`config.mk`:
```
export PLATFORM = sky130hd
export DESIGN_NAME = iommu_cfg_regs
export DESIGN_NICKNAME = d
export VERILOG_FILES = /design/src/rtl/iommu_cfg_pkg.sv /design/src/rtl/iommu_cfg_decode.sv /design/src/rtl/iommu_cfg_word.sv /design/src/rtl/iommu_cfg_regs.sv
export SDC_FILE = /design/constraint.sdc
export NUM_CORES = 1
export LEC_CHECK = 0
export ABC_AREA = 1
export BUFFER_PORTS_ARGS = -buffer_cell sky130_fd_sc_hd__buf_4
export CAP_MARGIN = 40
export CORE_MARGIN = 4
export CORE_UTILIZATION = 50
export CTS_CLUSTER_DIAMETER = 30
export DETAILED_ROUTE_END_ITERATION = 10
export GPL_TIMING_DRIVEN = 0
export PLACE_DENSITY = 0.75
export SYNTH_ARGS = -nofsm -noshare
export SYNTH_HDL_FRONTEND = slang
export SYNTH_SLANG_ARGS = --single-unit
export TNS_END_PERCENT = 1
```
`constraint.sdc`:
```
create_clock -name clk -period 2.25 [get_ports clk]
set_clock_uncertainty 0.2 [all_clocks]
set_input_delay 0.45 -clock clk [delete_from_list [all_inputs] [get_ports clk]]
set_output_delay 0.45 -clock clk [all_outputs]
set_load 0.01 [all_outputs]
```
`src/rtl/iommu_cfg_pkg.sv`:
```
package iommu_cfg_pkg;

    localparam int WORD_W   = 64;
    localparam int HALF_W   = WORD_W / 2;
    localparam int NUM_REGS = 2;

    // Control word field positions used by the translation datapath.
    localparam int CTL_EN_BIT    = 0;
    localparam int CTL_PG_BIT    = 2;
    localparam int CTL_SIZE_LSB  = 16;
    localparam int CTL_SIZE_W    = 3;

    typedef enum logic [1:0] {
        SEL_CTRL  = 2'd0,
        SEL_BASE  = 2'd1,
        SEL_FLUSH = 2'd2,
        SEL_NONE  = 2'd3
    } reg_sel_e;

    typedef enum logic [1:0] {
        LANE_FULL = 2'd0,
        LANE_HI   = 2'd1,
        LANE_LO   = 2'd2,
        LANE_NONE = 2'd3
    } lane_e;

    typedef struct packed {
        reg_sel_e sel;
        lane_e    lane;
    } dec_t;

endpackage

```
`src/rtl/iommu_cfg_decode.sv`:
```
module iommu_cfg_decode
    import iommu_cfg_pkg::*;
#(
    parameter int ADDR_W = 8
) (
    input  logic [ADDR_W-1:0] addr,
    input  logic              sz64,
    output dec_t              dec
);

    localparam int IDX_W = ADDR_W - 3;

    logic [IDX_W-1:0] word_idx;
    logic [2:0]       byte_off;
    lane_e            lane_c;
    reg_sel_e         sel_c;

    assign word_idx = addr[ADDR_W-1:3];
    assign byte_off = addr[2:0];

    always_comb begin
        if (sz64) begin
            lane_c = (byte_off == 3'd0) ? LANE_FULL : LANE_NONE;
        end else if (byte_off[1:0] != 2'd0) begin
            lane_c = LANE_NONE;
        end else begin
            lane_c = byte_off[2] ? LANE_LO : LANE_HI;
        end
    end

    always_comb begin
        if (word_idx == IDX_W'(0)) begin
            sel_c = SEL_CTRL;
        end else if (word_idx == IDX_W'(1)) begin
            sel_c = SEL_BASE;
        end else if (word_idx == IDX_W'(2)) begin
            sel_c = SEL_FLUSH;
        end else begin
            sel_c = SEL_NONE;
        end
    end

    always_comb begin
        dec.lane = lane_c;
        dec.sel  = (lane_c == LANE_NONE) ? SEL_NONE : sel_c;
    end

endmodule

```
`src/rtl/iommu_cfg_word.sv`:
```
module iommu_cfg_word
    import iommu_cfg_pkg::*;
(
    input  logic              clk,
    input  logic              rst_n,
    input  logic              wr_en,
    input  lane_e             lane,
    input  logic [WORD_W-1:0] wdata,
    output logic [WORD_W-1:0] word_q
);

    logic [WORD_W-1:0] word_d;

    always_comb begin
        word_d = word_q;
        if (wr_en) begin
            case (lane)
                LANE_FULL: word_d = wdata;
                LANE_HI:   word_d[WORD_W-1:HALF_W] = wdata[HALF_W-1:0];
                LANE_LO:   word_d[HALF_W-1:0]      = wdata[HALF_W-1:0];
                default:   word_d = word_q;
            endcase
        end
    end

    always_ff @(posedge clk) begin
        if (!rst_n) begin
            word_q <= '0;
        end else begin
            word_q <= word_d;
        end
    end

    AST_FULL_LOAD: assert property (@(posedge clk) disable iff (!rst_n)
        (wr_en && lane == LANE_FULL) |=> (word_q == $past(wdata)));

    AST_HI_KEEPS_LOW: assert property (@(posedge clk) disable iff (!rst_n)
        (wr_en && lane == LANE_HI) |=> (word_q[HALF_W-1:0] == $past(word_q[HALF_W-1:0])));

    AST_LO_KEEPS_HIGH: assert property (@(posedge clk) disable iff (!rst_n)
        (wr_en && lane == LANE_LO) |=> (word_q[WORD_W-1:HALF_W] == $past(word_q[WORD_W-1:HALF_W])));

endmodule

```
`src/rtl/iommu_cfg_regs.sv`:
```
module iommu_cfg_regs
    import iommu_cfg_pkg::*;
#(
    parameter int ADDR_W = 8
) (
    input  logic              clk,
    input  logic              rst_n,
    input  logic [ADDR_W-1:0] bus_addr,
    input  logic              bus_sz64,
    input  logic              bus_we,
    input  logic [63:0]       bus_wdata,
    output logic [63:0]       bus_rdata,
    output logic              xlat_en_o,
    output logic              page64k_o,
    output logic [2:0]        tbl_size_o,
    output logic [63:0]       tbl_base_o
);

    typedef struct packed {
        logic [WORD_W-1:0] rdata;
    } rd_state_t;

    dec_t              dec;
    logic [WORD_W-1:0] regs_q [NUM_REGS];
    rd_state_t         st_d, st_q;

    iommu_cfg_decode #(.ADDR_W(ADDR_W)) u_dec (
        .addr (bus_addr),
        .sz64 (bus_sz64),
        .dec  (dec)
    );

    for (genvar gi = 0; gi < NUM_REGS; gi++) begin : g_word
        logic hit;
        assign hit = bus_we && (dec.sel == reg_sel_e'(gi));
        iommu_cfg_word u_word (
            .clk    (clk),
            .rst_n  (rst_n),
            .wr_en  (hit),
            .lane   (dec.lane),
            .wdata  (bus_wdata),
            .word_q (regs_q[gi])
        );
    end

    always_comb begin
        logic [WORD_W-1:0] src;
        st_d = st_q;
        src  = '0;
        case (dec.sel)
            SEL_CTRL: src = regs_q[0];
            SEL_BASE: src = regs_q[1];
            default:  src = '0;
        endcase
        case (dec.lane)
            LANE_FULL: st_d.rdata = src;
            LANE_HI:   st_d.rdata = {{HALF_W{1'b0}}, src[WORD_W-1:HALF_W]};
            LANE_LO:   st_d.rdata = {{HALF_W{1'b0}}, src[HALF_W-1:0]};
            default:   st_d.rdata = '0;
        endcase
    end

    always_ff @(posedge clk) begin
        if (!rst_n) begin
            st_q <= '0;
        end else begin
            st_q <= st_d;
        end
    end

    assign bus_rdata  = st_q.rdata;
    assign xlat_en_o  = regs_q[0][CTL_EN_BIT];
    assign page64k_o  = regs_q[0][CTL_PG_BIT];
    assign tbl_size_o = regs_q[0][CTL_SIZE_LSB +: CTL_SIZE_W];
    assign tbl_base_o = regs_q[1];

    AST_FLUSH_READS_ZERO: assert property (@(posedge clk) disable iff (!rst_n)
        (dec.sel == SEL_FLUSH) |=> (bus_rdata == '0));

    AST_FLUSH_NO_EFFECT: assert property (@(posedge clk) disable iff (!rst_n)
        (bus_we && dec.sel == SEL_FLUSH) |=> ($stable(tbl_base_o) && $stable(xlat_en_o) && $stable(tbl_size_o)));

    AST_EMPTY_READS_ZERO: assert property (@(posedge clk) disable iff (!rst_n)
        (dec.sel == SEL_NONE) |=> (bus_rdata == '0));

    AST_EMPTY_WRITE_DROPPED: assert property (@(posedge clk) disable iff (!rst_n)
        (bus_we && dec.sel == SEL_NONE) |=> ($stable(tbl_base_o) && $stable(page64k_o) && $stable(xlat_en_o)));

    AST_HALF_READ_UPPER_ZERO: assert property (@(posedge clk) disable iff (!rst_n)
        (!bus_sz64) |=> (bus_rdata[63:32] == 32'd0));

    AST_ENABLE_FOLLOWS_WRITE: assert property (@(posedge clk) disable iff (!rst_n)
        (bus_we && bus_sz64 && bus_addr == ADDR_W'(0)) |=> (xlat_en_o == $past(bus_wdata[0])));

endmodule

```
==> results of run 1 <==
cells by family (layout without fill, tap and decap cells):
kind of cell	count (synthesis)	after routing	share of synthesized area [%]
simple gates	888	888	40.3
buf+inv	372	611	15.3
flops	192	192	40.8
compound gates	67	67	3.60
state kept, by name (all words and copies together) (netlist names):
name / flops
bus_rdata: 64
g_word.u_word.word_q: 128
through the flow:
step           cells  utilization (%)  setup WS, ns  hold WS (ns)  cell area, µm²
2_1_floorplan   1519                -         0.336         0.284            9410
3_3_place_gp    1955             61.8        -0.378         0.297           11300
3_5_place_dp    1955             61.8        -0.403         0.298           11300
4_1_cts         1987             65.2        0.0504        0.0543           11900
5_1_grt         1987             65.3       -0.0687        0.0676           11900
6_report        1987             65.3       0.00532        0.0516           11900
cell type report:
cell class                      count  area (µm²)
Buffer                            104         440
Clock buffer                       20         437
Clock inverter                     12         184
Fill cell                        1720        6320
Inverter                          268        1010
Multi-Input combinational cell    955        4140
Sequential cell                   192        3840
Tap cell                          229         287
Timing Repair Buffer              207        1550
worst max-delay path, cell delays in order:
cell,delay [ns]
buf_4,0.13
inv_1,0.05
nand2_1,0.07
a21oi_1,0.58
nand2_1,0.33
clkbuf_1,0.50
a21oi_1,0.29
Yosys cell counts, drive strengths merged:
library cell,n
clkinv,2
o21ai,1
buf,46
dfxtp,192
nor3,1
a21oi,66
clkbuf,58
nand4,97
nand2,457
nor2,199
inv,266
nand3,134
where the power goes:
group          switching [mW]  internal, mW
registers             0.00108          3.40
logic                   0.328         0.151
clock network            1.37          1.87
total                    1.70          5.42
worst min-delay path by stage:
stage / cells after the start / to / slack [ns]
5_1_grt: 3 / g_word[0].u_word.word_q[16]$_SDFFE_PN0P_ / 0.07
4_1_cts: 3 / g_word[0].u_word.word_q[8]$_SDFFE_PN0P_ / 0.05
2_1_floorplan: 2 / bus_rdata[44]$_SDFF_PN0_ / 0.28
3_3_place_gp: 4 / g_word[0].u_word.word_q[37]$_SDFFE_PN0P_ / 0.30
3_5_place_dp: 4 / g_word[0].u_word.word_q[49]$_SDFFE_PN0P_ / 0.30
6_report: 3 / g_word[0].u_word.word_q[5]$_SDFFE_PN0P_ / 0.05
routing by layer:
metal,up-vias,routed length (µm)
met3,99,3650
li1,5081,-
met4,0,1170
met1,4646,12900
met5,-,0
met2,615,14800
==> flow_summary.json, run 1 <==
{
  "track_usage_pct": 29.8,
  "cts_setup_buffers": 0,
  "startpoint": "bus_addr[0]",
  "vias_per_cell": 5.25,
  "grt-ovfl-total": 0,
  "start_kind": "input port",
  "layout_commonest_cell": "nand2_1",
  "power.leakage_nw": 6.26,
  "ys_warn_count": 0,
  "routedWlPerCell_um": 16.3,
  "busiest_layer": "met2",
  "postRouteAntennaNets": 0,
  "initial_core_util_pct": 51.7,
  "hold_viol_final": 0,
  "global_route.usage.met1_pct": 38.6,
  "ys_types": 19,
  "min_path_type": "in2reg",
  "setup_tns_ns": 0,
  "insertion_delay_ns": 0.44,
  "cts_tree": "yes",
  "cts_sinks": 192,
  "outcome": "completed",
  "most-common-layout-cells": "457 x nand2_1, 263 x inv_1, 210 x buf_4, 196 x nor2_1, 192 x dfxtp_1",
  "cts_buffers": 17,
  "clk_path_buf_depth": 2,
  "nets": 1821,
  "hpwlAfterDp_mm": 23.9,
  "die_x_um": 145,
  "r2r_slack_ns": 1.09,
  "met3_usage_pct": 6.27,
  "met2_usage_pct": 48.6,
  "crit_fanout": 10,
  "gp_congestion": 0.959,
  "tightest_slew_ns": 0.953,
  "drive_above_1_share_pct": 15.9,
  "yosysSeqAreaShare_pct": 40.8,
  "crit_arrival_ns": 2.40,
  "cap_violations": 0,
  "antenna_found_initial": 0,
  "antenna_cells": 0,
  "drc": 0,
  "setup_viol": 0,
  "min_from": "bus_wdata[5]",
  "critPathCapture": "bus_rdata[24]$_SDFF_PN0_",
  "drt_pre_antenna_iters": 6,
  "design.portCount": 209,
  "worstSetupPathType": "in2reg",
  "first_global_vias": 9687,
  "period_needed_ns": 2.24,
  "reg2reg_depth": 4,
  "synth_area_um2": 9410,
  "powerDensity_nw_per_um2": 599,
  "ys_seq_elements": 192,
  "synthCells": 1519,
  "die_area_um2": 21100,
  "grt_pass1_wl_mm": 50.6,
  "drt_iter0_markers": 1121,
  "path_clk_slew_ns": 0.07,
  "drt-total-wl_mm": 32.4,
  "synth_top_area_cell": "dfxtp_1",
  "core-area_um2": 18200,
  "endpoint_kind": "flip-flop",
  "port_buffers": 207,
  "cp.required_ns": 2.40,
  "cts-hold-fix-buffers": 0,
  "synth.area.top_cells": "dfxtp_1 41%, nand2_1 18%, inv_1 10%",
  "avgSynthCellArea_um2": 6.20,
  "synthToLayoutAreaGrowth_pct": 26.3,
  "r2r_start": "g_word[1].u_word.word_q[21]$_SDFFE_PN0P_",
  "h-tree-depth": 4,
  "grt_max_degree": 17,
  "cts_root_buffer": "clkbuf_16",
  "syn_nets": 1595,
  "rsz0062_at_grt": "true",
  "die_h_um": 145,
  "vias": 10441,
  "fin_crit_sh_pct": 99.8,
  "r2r_end": "bus_rdata[21]$_SDFF_PN0_",
  "synth.top_cell.area_share_pct": 40.8,
  "total_power_mw": 7.12,
  "row_count": 49,
  "drv_slew": 0,
  "cts.repair.resized": 0,
  "slew_headroom_pct": 36.5,
  "ir_worst_vdd_mv": 0.565,
  "fmax_mhz": 445
}
No activity file was read; power rests on OpenSTA's default activity.
==> run 2, diff against run 1 <==
--- a/config.mk
+++ b/config.mk
@@ -14,6 +14,7 @@
 export DETAILED_ROUTE_END_ITERATION = 10
 export GPL_TIMING_DRIVEN = 0
 export PLACE_DENSITY = 0.75
+export SETUP_SLACK_MARGIN = 0.3
 export SYNTH_ARGS = -nofsm -noshare
 export SYNTH_HDL_FRONTEND = slang
 export SYNTH_SLANG_ARGS = --single-unit
==> run 2 against run 1 <==
Non-clock buffer count grew 9. Cell area grew 1.5%. Setup slack gained 0.24 ns. Final cell count grew 0.45%. Fmax grew 12%. Total power grew 0.15%. Global-route usage is essentially flat. Sequential power is essentially flat. Core utilization grew 0.99 points. Largest cell class unchanged. Largest power group unchanged.
==> flow_summary.json, run 2 (synthesized netlist as in run 1, its figures left out) <==
{
  "outcome": "completed",
  "drive_above_1_share_pct": 18.2,
  "powerDensity_nw_per_um2": 591,
  "start_kind": "input port",
  "period_needed_ns": 2.01,
  "antenna_found_initial": 0,
  "first_global_vias": 9727,
  "rsz0062_at_grt": "true",
  "die_h_um": 145,
  "cts_tree": "yes",
  "endpoint_kind": "flip-flop",
  "largest_reg_flops": 128,
  "setup_viol": 0,
  "cts_root_buffer": "clkbuf_16",
  "drt_iter0_markers": 1125,
  "nets": 1830,
  "top_register": "g_word.u_word.word_q",
  "gp_congestion": 0.959,
  "grt-ovfl-total": 0,
  "total_power_mw": 7.13,
  "crit_arrival_ns": 2.18,
  "grt_pass1_wl_mm": 50.6,
  "slew_headroom_pct": 56.8,
  "drc": 0,
  "cts_buffers": 17,
  "row_count": 49,
  "drt_pre_antenna_iters": 6,
  "cap_violations": 0,
  "hpwlAfterDp_mm": 23.9,
  "cp.required_ns": 2.42,
  "clk_path_buf_depth": 2,
  "vias_per_cell": 5.25,
  "grt_max_degree": 17,
  "h-tree-depth": 4,
  "design.portCount": 209,
  "dpl_cell_area_um2": 11300,
  "most-common-layout-cells": "454 x nand2_1, 263 x inv_1, 225 x buf_4, 194 x nor2_1, 192 x dfxtp_1",
  "track_usage_pct": 29.8,
  "port_buffers": 207,
  "core-area_um2": 18200,
  "drt-total-wl_mm": 32.6,
  "fin_crit_sh_pct": 89.2,
  "die_x_um": 145,
  "cts-hold-fix-buffers": 0,
  "cts_sinks": 192,
  "crit_fanout": 10,
  "die_area_um2": 21100,
  "min_path_type": "in2reg",
  "synthToLayoutAreaGrowth_pct": 28.2,
  "fmax_mhz": 498,
  "worstSetupPathType": "in2reg",
  "insertion_delay_ns": 0.44,
  "postRouteAntennaNets": 0,
  "vias": 10487,
  "power.leakage_nw": 6.40,
  "design_area_um2": 12100,
  "drv_slew": 0,
  "layout_commonest_cell": "nand2_1",
  "path_clk_slew_ns": 0.07,
  "tightest_slew_ns": 0.647,
  "ir_worst_vdd_mv": 0.553,
  "hold_viol_final": 0,
  "setup_tns_ns": 0,
  "antenna_cells": 0,
  "initial_core_util_pct": 51.7,
  "routedWlPerCell_um": 16.3
}
==> run 2: cell types whose count changed in the layout (fill, tap and decap cells not counted), moves of 10 or more <==
cell,before,now
clkbuf_2,4,22
clkbuf_1,58,42
buf_4,210,225
buf_1,17,7
==> run 2: final timing paths <==
check	start	end	slack (ns)	cells after the start
max	bus_addr[6]	g_word[1].u_word.word_q[47]$_SDFFE_PN0P_	0.24	11
min	bus_wdata[5]	g_word[0].u_word.word_q[5]$_SDFFE_PN0P_	0.06	3
max reg2reg	g_word[1].u_word.word_q[25]$_SDFFE_PN0P_	bus_rdata[25]$_SDFF_PN0_	1.05	4
min reg2reg	g_word[0].u_word.word_q[57]$_SDFFE_PN0P_	g_word[0].u_word.word_q[57]$_SDFFE_PN0P_	0.31	4
==> run 2: layout make-up <==
class | count | area [µm²]
Multi-Input combinational cell | 955 | 4170
Sequential cell | 192 | 3840
Timing Repair Buffer | 217 | 1640
Clock buffer | 20 | 437
Buffer | 103 | 497
Tap cell | 229 | 287
Clock inverter | 12 | 184
Fill cell | 1706 | 6140
Inverter | 268 | 1010
==> run 2: power breakdown <==
| part | internal (mW) | leakage (nW) | switching [mW] |
|---|---|---|---|
| Clock | 1.87 | 0.295 | 1.36 |
| Combinational | 0.160 | 4.56 | 0.334 |
| Sequential | 3.40 | 1.55 | 0.00109 |
| Total | 5.43 | 6.40 | 1.70 |
==> run 2: per-layer routing <==
| metal | wire (µm) | part of all wire, % | GRT usage (%) |
|---|---|---|---|
| met5 | 0 | 0 | 0 |
| met4 | 1120 | 3.4 | 12.2 |
| met3 | 3350 | 10 | 6.33 |
| met2 | 15100 | 46 | 48.9 |
| met1 | 13100 | 40 | 38.3 |
==> run 2: critical path: stages <==
cell and delay (ns):
buf_4 0.11, nor2_1 0.19, nand3_2 0.22, nor2_4 0.28, nand2_1 0.13, nor2_4 0.19
nand2_2 0.13, buf_2 0.24, nand2_1 0.09, inv_1 0.04, nor2_1 0.10
==> run 2: stage by stage <==
step                      worst slack, ns  cells  utilization, %  hold WS, ns
final                               0.242   1996            66.3       0.0581
after global routing                0.177   1996            66.3       0.0676
after CTS                           0.244   1992            65.7       0.0543
after detailed placement           -0.403   1955            61.8        0.298
after global placement             -0.378   1955            61.8        0.297
after floorplan                     0.336   1519               -        0.284
==> run 2: repair_timing <==
item	in CTS	in global routing
buffers inserted	5	5
pin swaps	2	4
gates resized for setup	19	51
endpoints found under the setup margin	149	186
==> run 3, diff against run 2 <==
--- a/config.mk
+++ b/config.mk
@@ -6,7 +6,7 @@
 export NUM_CORES = 1
 export LEC_CHECK = 0
 export ABC_AREA = 1
-export BUFFER_PORTS_ARGS = -buffer_cell sky130_fd_sc_hd__buf_4
+export BUFFER_PORTS_ARGS = -buffer_cell sky130_fd_sc_hd__buf_2
 export CAP_MARGIN = 40
 export CORE_MARGIN = 4
 export CORE_UTILIZATION = 50
==> run 3 against run 2 <==
Core utilization shrank 3.0 points. Fmax increased by 3.3%. Final cell count hardly changed. Critical endpoint is now bus_rdata[30]$_SDFF_PN0_.
==> flow_summary.json, run 3 (synthesized netlist as in run 1, its figures left out) <==
{
  "path_clk_slew_ns": 0.07,
  "routedWlPerCell_um": 15.9,
  "r2r_start": "g_word[1].u_word.word_q[25]$_SDFFE_PN0P_",
  "drive_above_1_share_pct": 18.6,
  "setup_viol": 0,
  "antenna_found_initial": 0,
  "ir_worst_vdd_mv": 0.542,
  "hpwlAfterDp_mm": 23.4,
  "period_needed_ns": 1.94,
  "vias_per_cell": 5.11,
  "die_x_um": 145,
  "grt_max_degree": 17,
  "min_from": "bus_wdata[8]",
  "dp.cells": 1955,
  "endpoint_kind": "flip-flop",
  "fin_ws_ns": 0.306,
  "h-tree-depth": 4,
  "tightest_slew_ns": 0.642,
  "synthToLayoutAreaGrowth_pct": 22.4,
  "cp.required_ns": 2.36,
  "nets": 1828,
  "initial_core_util_pct": 51.7,
  "drt-total-wl_mm": 31.6,
  "rsz0062_at_grt": "true",
  "cts_sinks": 192,
  "drc": 0,
  "crit_arrival_ns": 2.05,
  "most-common-layout-cells": "454 x nand2_1, 263 x inv_1, 229 x buf_2, 194 x nor2_1, 192 x dfxtp_1",
  "cap_violations": 0,
  "r2r_slack_ns": 1.10,
  "min_path_type": "in2reg",
  "layout_commonest_cell": "nand2_1",
  "first_global_vias": 9529,
  "top_register": "g_word.u_word.word_q",
  "slew_headroom_pct": 57.2,
  "grt_pass1_wl_mm": 49.7,
  "grt-ovfl-total": 0,
  "worstSetupPathType": "in2reg",
  "drt_pre_antenna_iters": 6,
  "drt_iter0_markers": 1169,
  "die_h_um": 145,
  "vias": 10204,
  "postRouteAntennaNets": 0,
  "cp_slowest_stage_delay_ns": 0.31,
  "preCtsSetupSlack_ns": -0.355,
  "hold_ws_ns": 0.0619,
  "fin_crit_sh_pct": 86.4,
  "fmax_mhz": 515,
  "r2r_end": "bus_rdata[25]$_SDFF_PN0_",
  "crit_top_cell": "nand2_1",
  "multi_input_area_um2": 4180,
  "hold_end": "g_word[0].u_word.word_q[8]$_SDFFE_PN0P_",
  "gp_congestion": 0.969,
  "fill_cells": 1733,
  "path_cells": "buf_2, clkinv_1, o21ai_4, nor2_4, buf_4, clkbuf_4, nand3_1, nand2_1, nand2_1, a21oi_1",
  "powerDensity_nw_per_um2": 605,
  "track_usage_pct": 29.3,
  "design.portCount": 209,
  "cts_tree": "yes",
  "crit_fanout": 10,
  "critPathSlowestCell": "o21ai_4",
  "largest_reg_flops": 128,
  "reg2reg_depth": 4,
  "fin_cells": 1995,
  "core-area_um2": 18200,
  "hold_viol_final": 0,
  "cts_buffers": 17,
  "crit_family": "buffers and inverters",
  "seq_area_um2": 3840,
  "port_buffers": 207,
  "insertion_delay_ns": 0.45,
  "path_buf_inv": 4,
  "die_area_um2": 21100,
  "outcome": "completed",
  "drv_slew": 0,
  "cts_root_buffer": "clkbuf_16",
  "start_kind": "input port",
  "clk_path_buf_depth": 2,
  "power.leakage_nw": 6.35,
  "row_count": 49,
  "min_path_cells": 3
}
## run 3: cell count changes in the layout (fill, tap and decap cells not counted), moves of 2 or more
cell,delta
clkbuf_2,+9
clkbuf_1,-7
buf_4,-211
buf_1,-2
buf_2,+208
clkbuf_4,+3
clkinv_4,-2
## run 3: where the power goes
part           internal [mW]  switching [mW]  total [mW]  leakage [nW]
logic                  0.122           0.332       0.454          4.52
registers               3.40         0.00100        3.40          1.55
clock network           1.76            1.36        3.12         0.281
total                   5.28            1.69        6.97          6.35
## run 3: how the worst max path moves through the flow
stage | to | cells after the start | slack [ns] | startpoint
floorplan | g_word[0].u_word.word_q[11]$_SDFFE_PN0P_ | 7 | 0.34 | bus_addr[6]
global placement | bus_rdata[30]$_SDFF_PN0_ | 9 | -0.36 | bus_addr[6]
detailed placement | bus_rdata[30]$_SDFF_PN0_ | 9 | -0.35 | bus_addr[6]
CTS | bus_rdata[12]$_SDFF_PN0_ | 9 | 0.23 | bus_addr[1]
global route | g_word[1].u_word.word_q[19]$_SDFFE_PN0P_ | 11 | 0.26 | bus_addr[0]
finish | bus_rdata[30]$_SDFF_PN0_ | 10 | 0.31 | bus_sz64
## run 3: final cells by class
type	count	area share, %
timing repair buffer	214	9.45
clock inverter	12	1.37
sequential	192	33.4
antenna	1	0.0217
buffer	104	4.42
multi-input combinational	955	36.3
inverter	268	8.76
clock buffer	20	3.79
tap	229	2.49
## run 3: timing repair
item / CTS / global route
endpoints found under the hold margin: 0 / 0
setup buffers: 4 / 3
gates resized for setup: 18 / 68
pin swaps: 2 / 3
setup endpoints to repair: 147 / 185
gates cloned: 0 / 0
hold buffers: 0 / 0
## run 3: through the flow
step / instance area [µm²] / TNS (ns) / power (mW) / util [%]
3_3_place_gp: 10700 / -35.19 / 3.90 / 59.0
2_1_floorplan: 9410 / 0 / 3.70 / -
3_5_place_dp: 10700 / -36.85 / 3.90 / 59.0
5_1_grt: 11500 / 0 / 7.19 / 63.2
4_1_cts: 11400 / 0 / 6.97 / 62.6
6_report: 11500 / 0 / 6.97 / 63.2
## run 3: worst register-to-register path, cell delays in order (launching register included)
cell and delay, ns:
dfxtp_1 0.36, nand4_1 0.11, nand2_1 0.12, nand2_1 0.11, a21oi_1 0.18
## run 3: routing by layer
metal	wire length, µm	GRT usage, %	share of wire [%]	vias up
li1	-	-	-	5095
met1	12900	38.2	41	4446
met2	14300	47.3	45	580
met3	3440	7.58	11	83
met4	911	10.0	2.9	0
met5	0	0	0	-
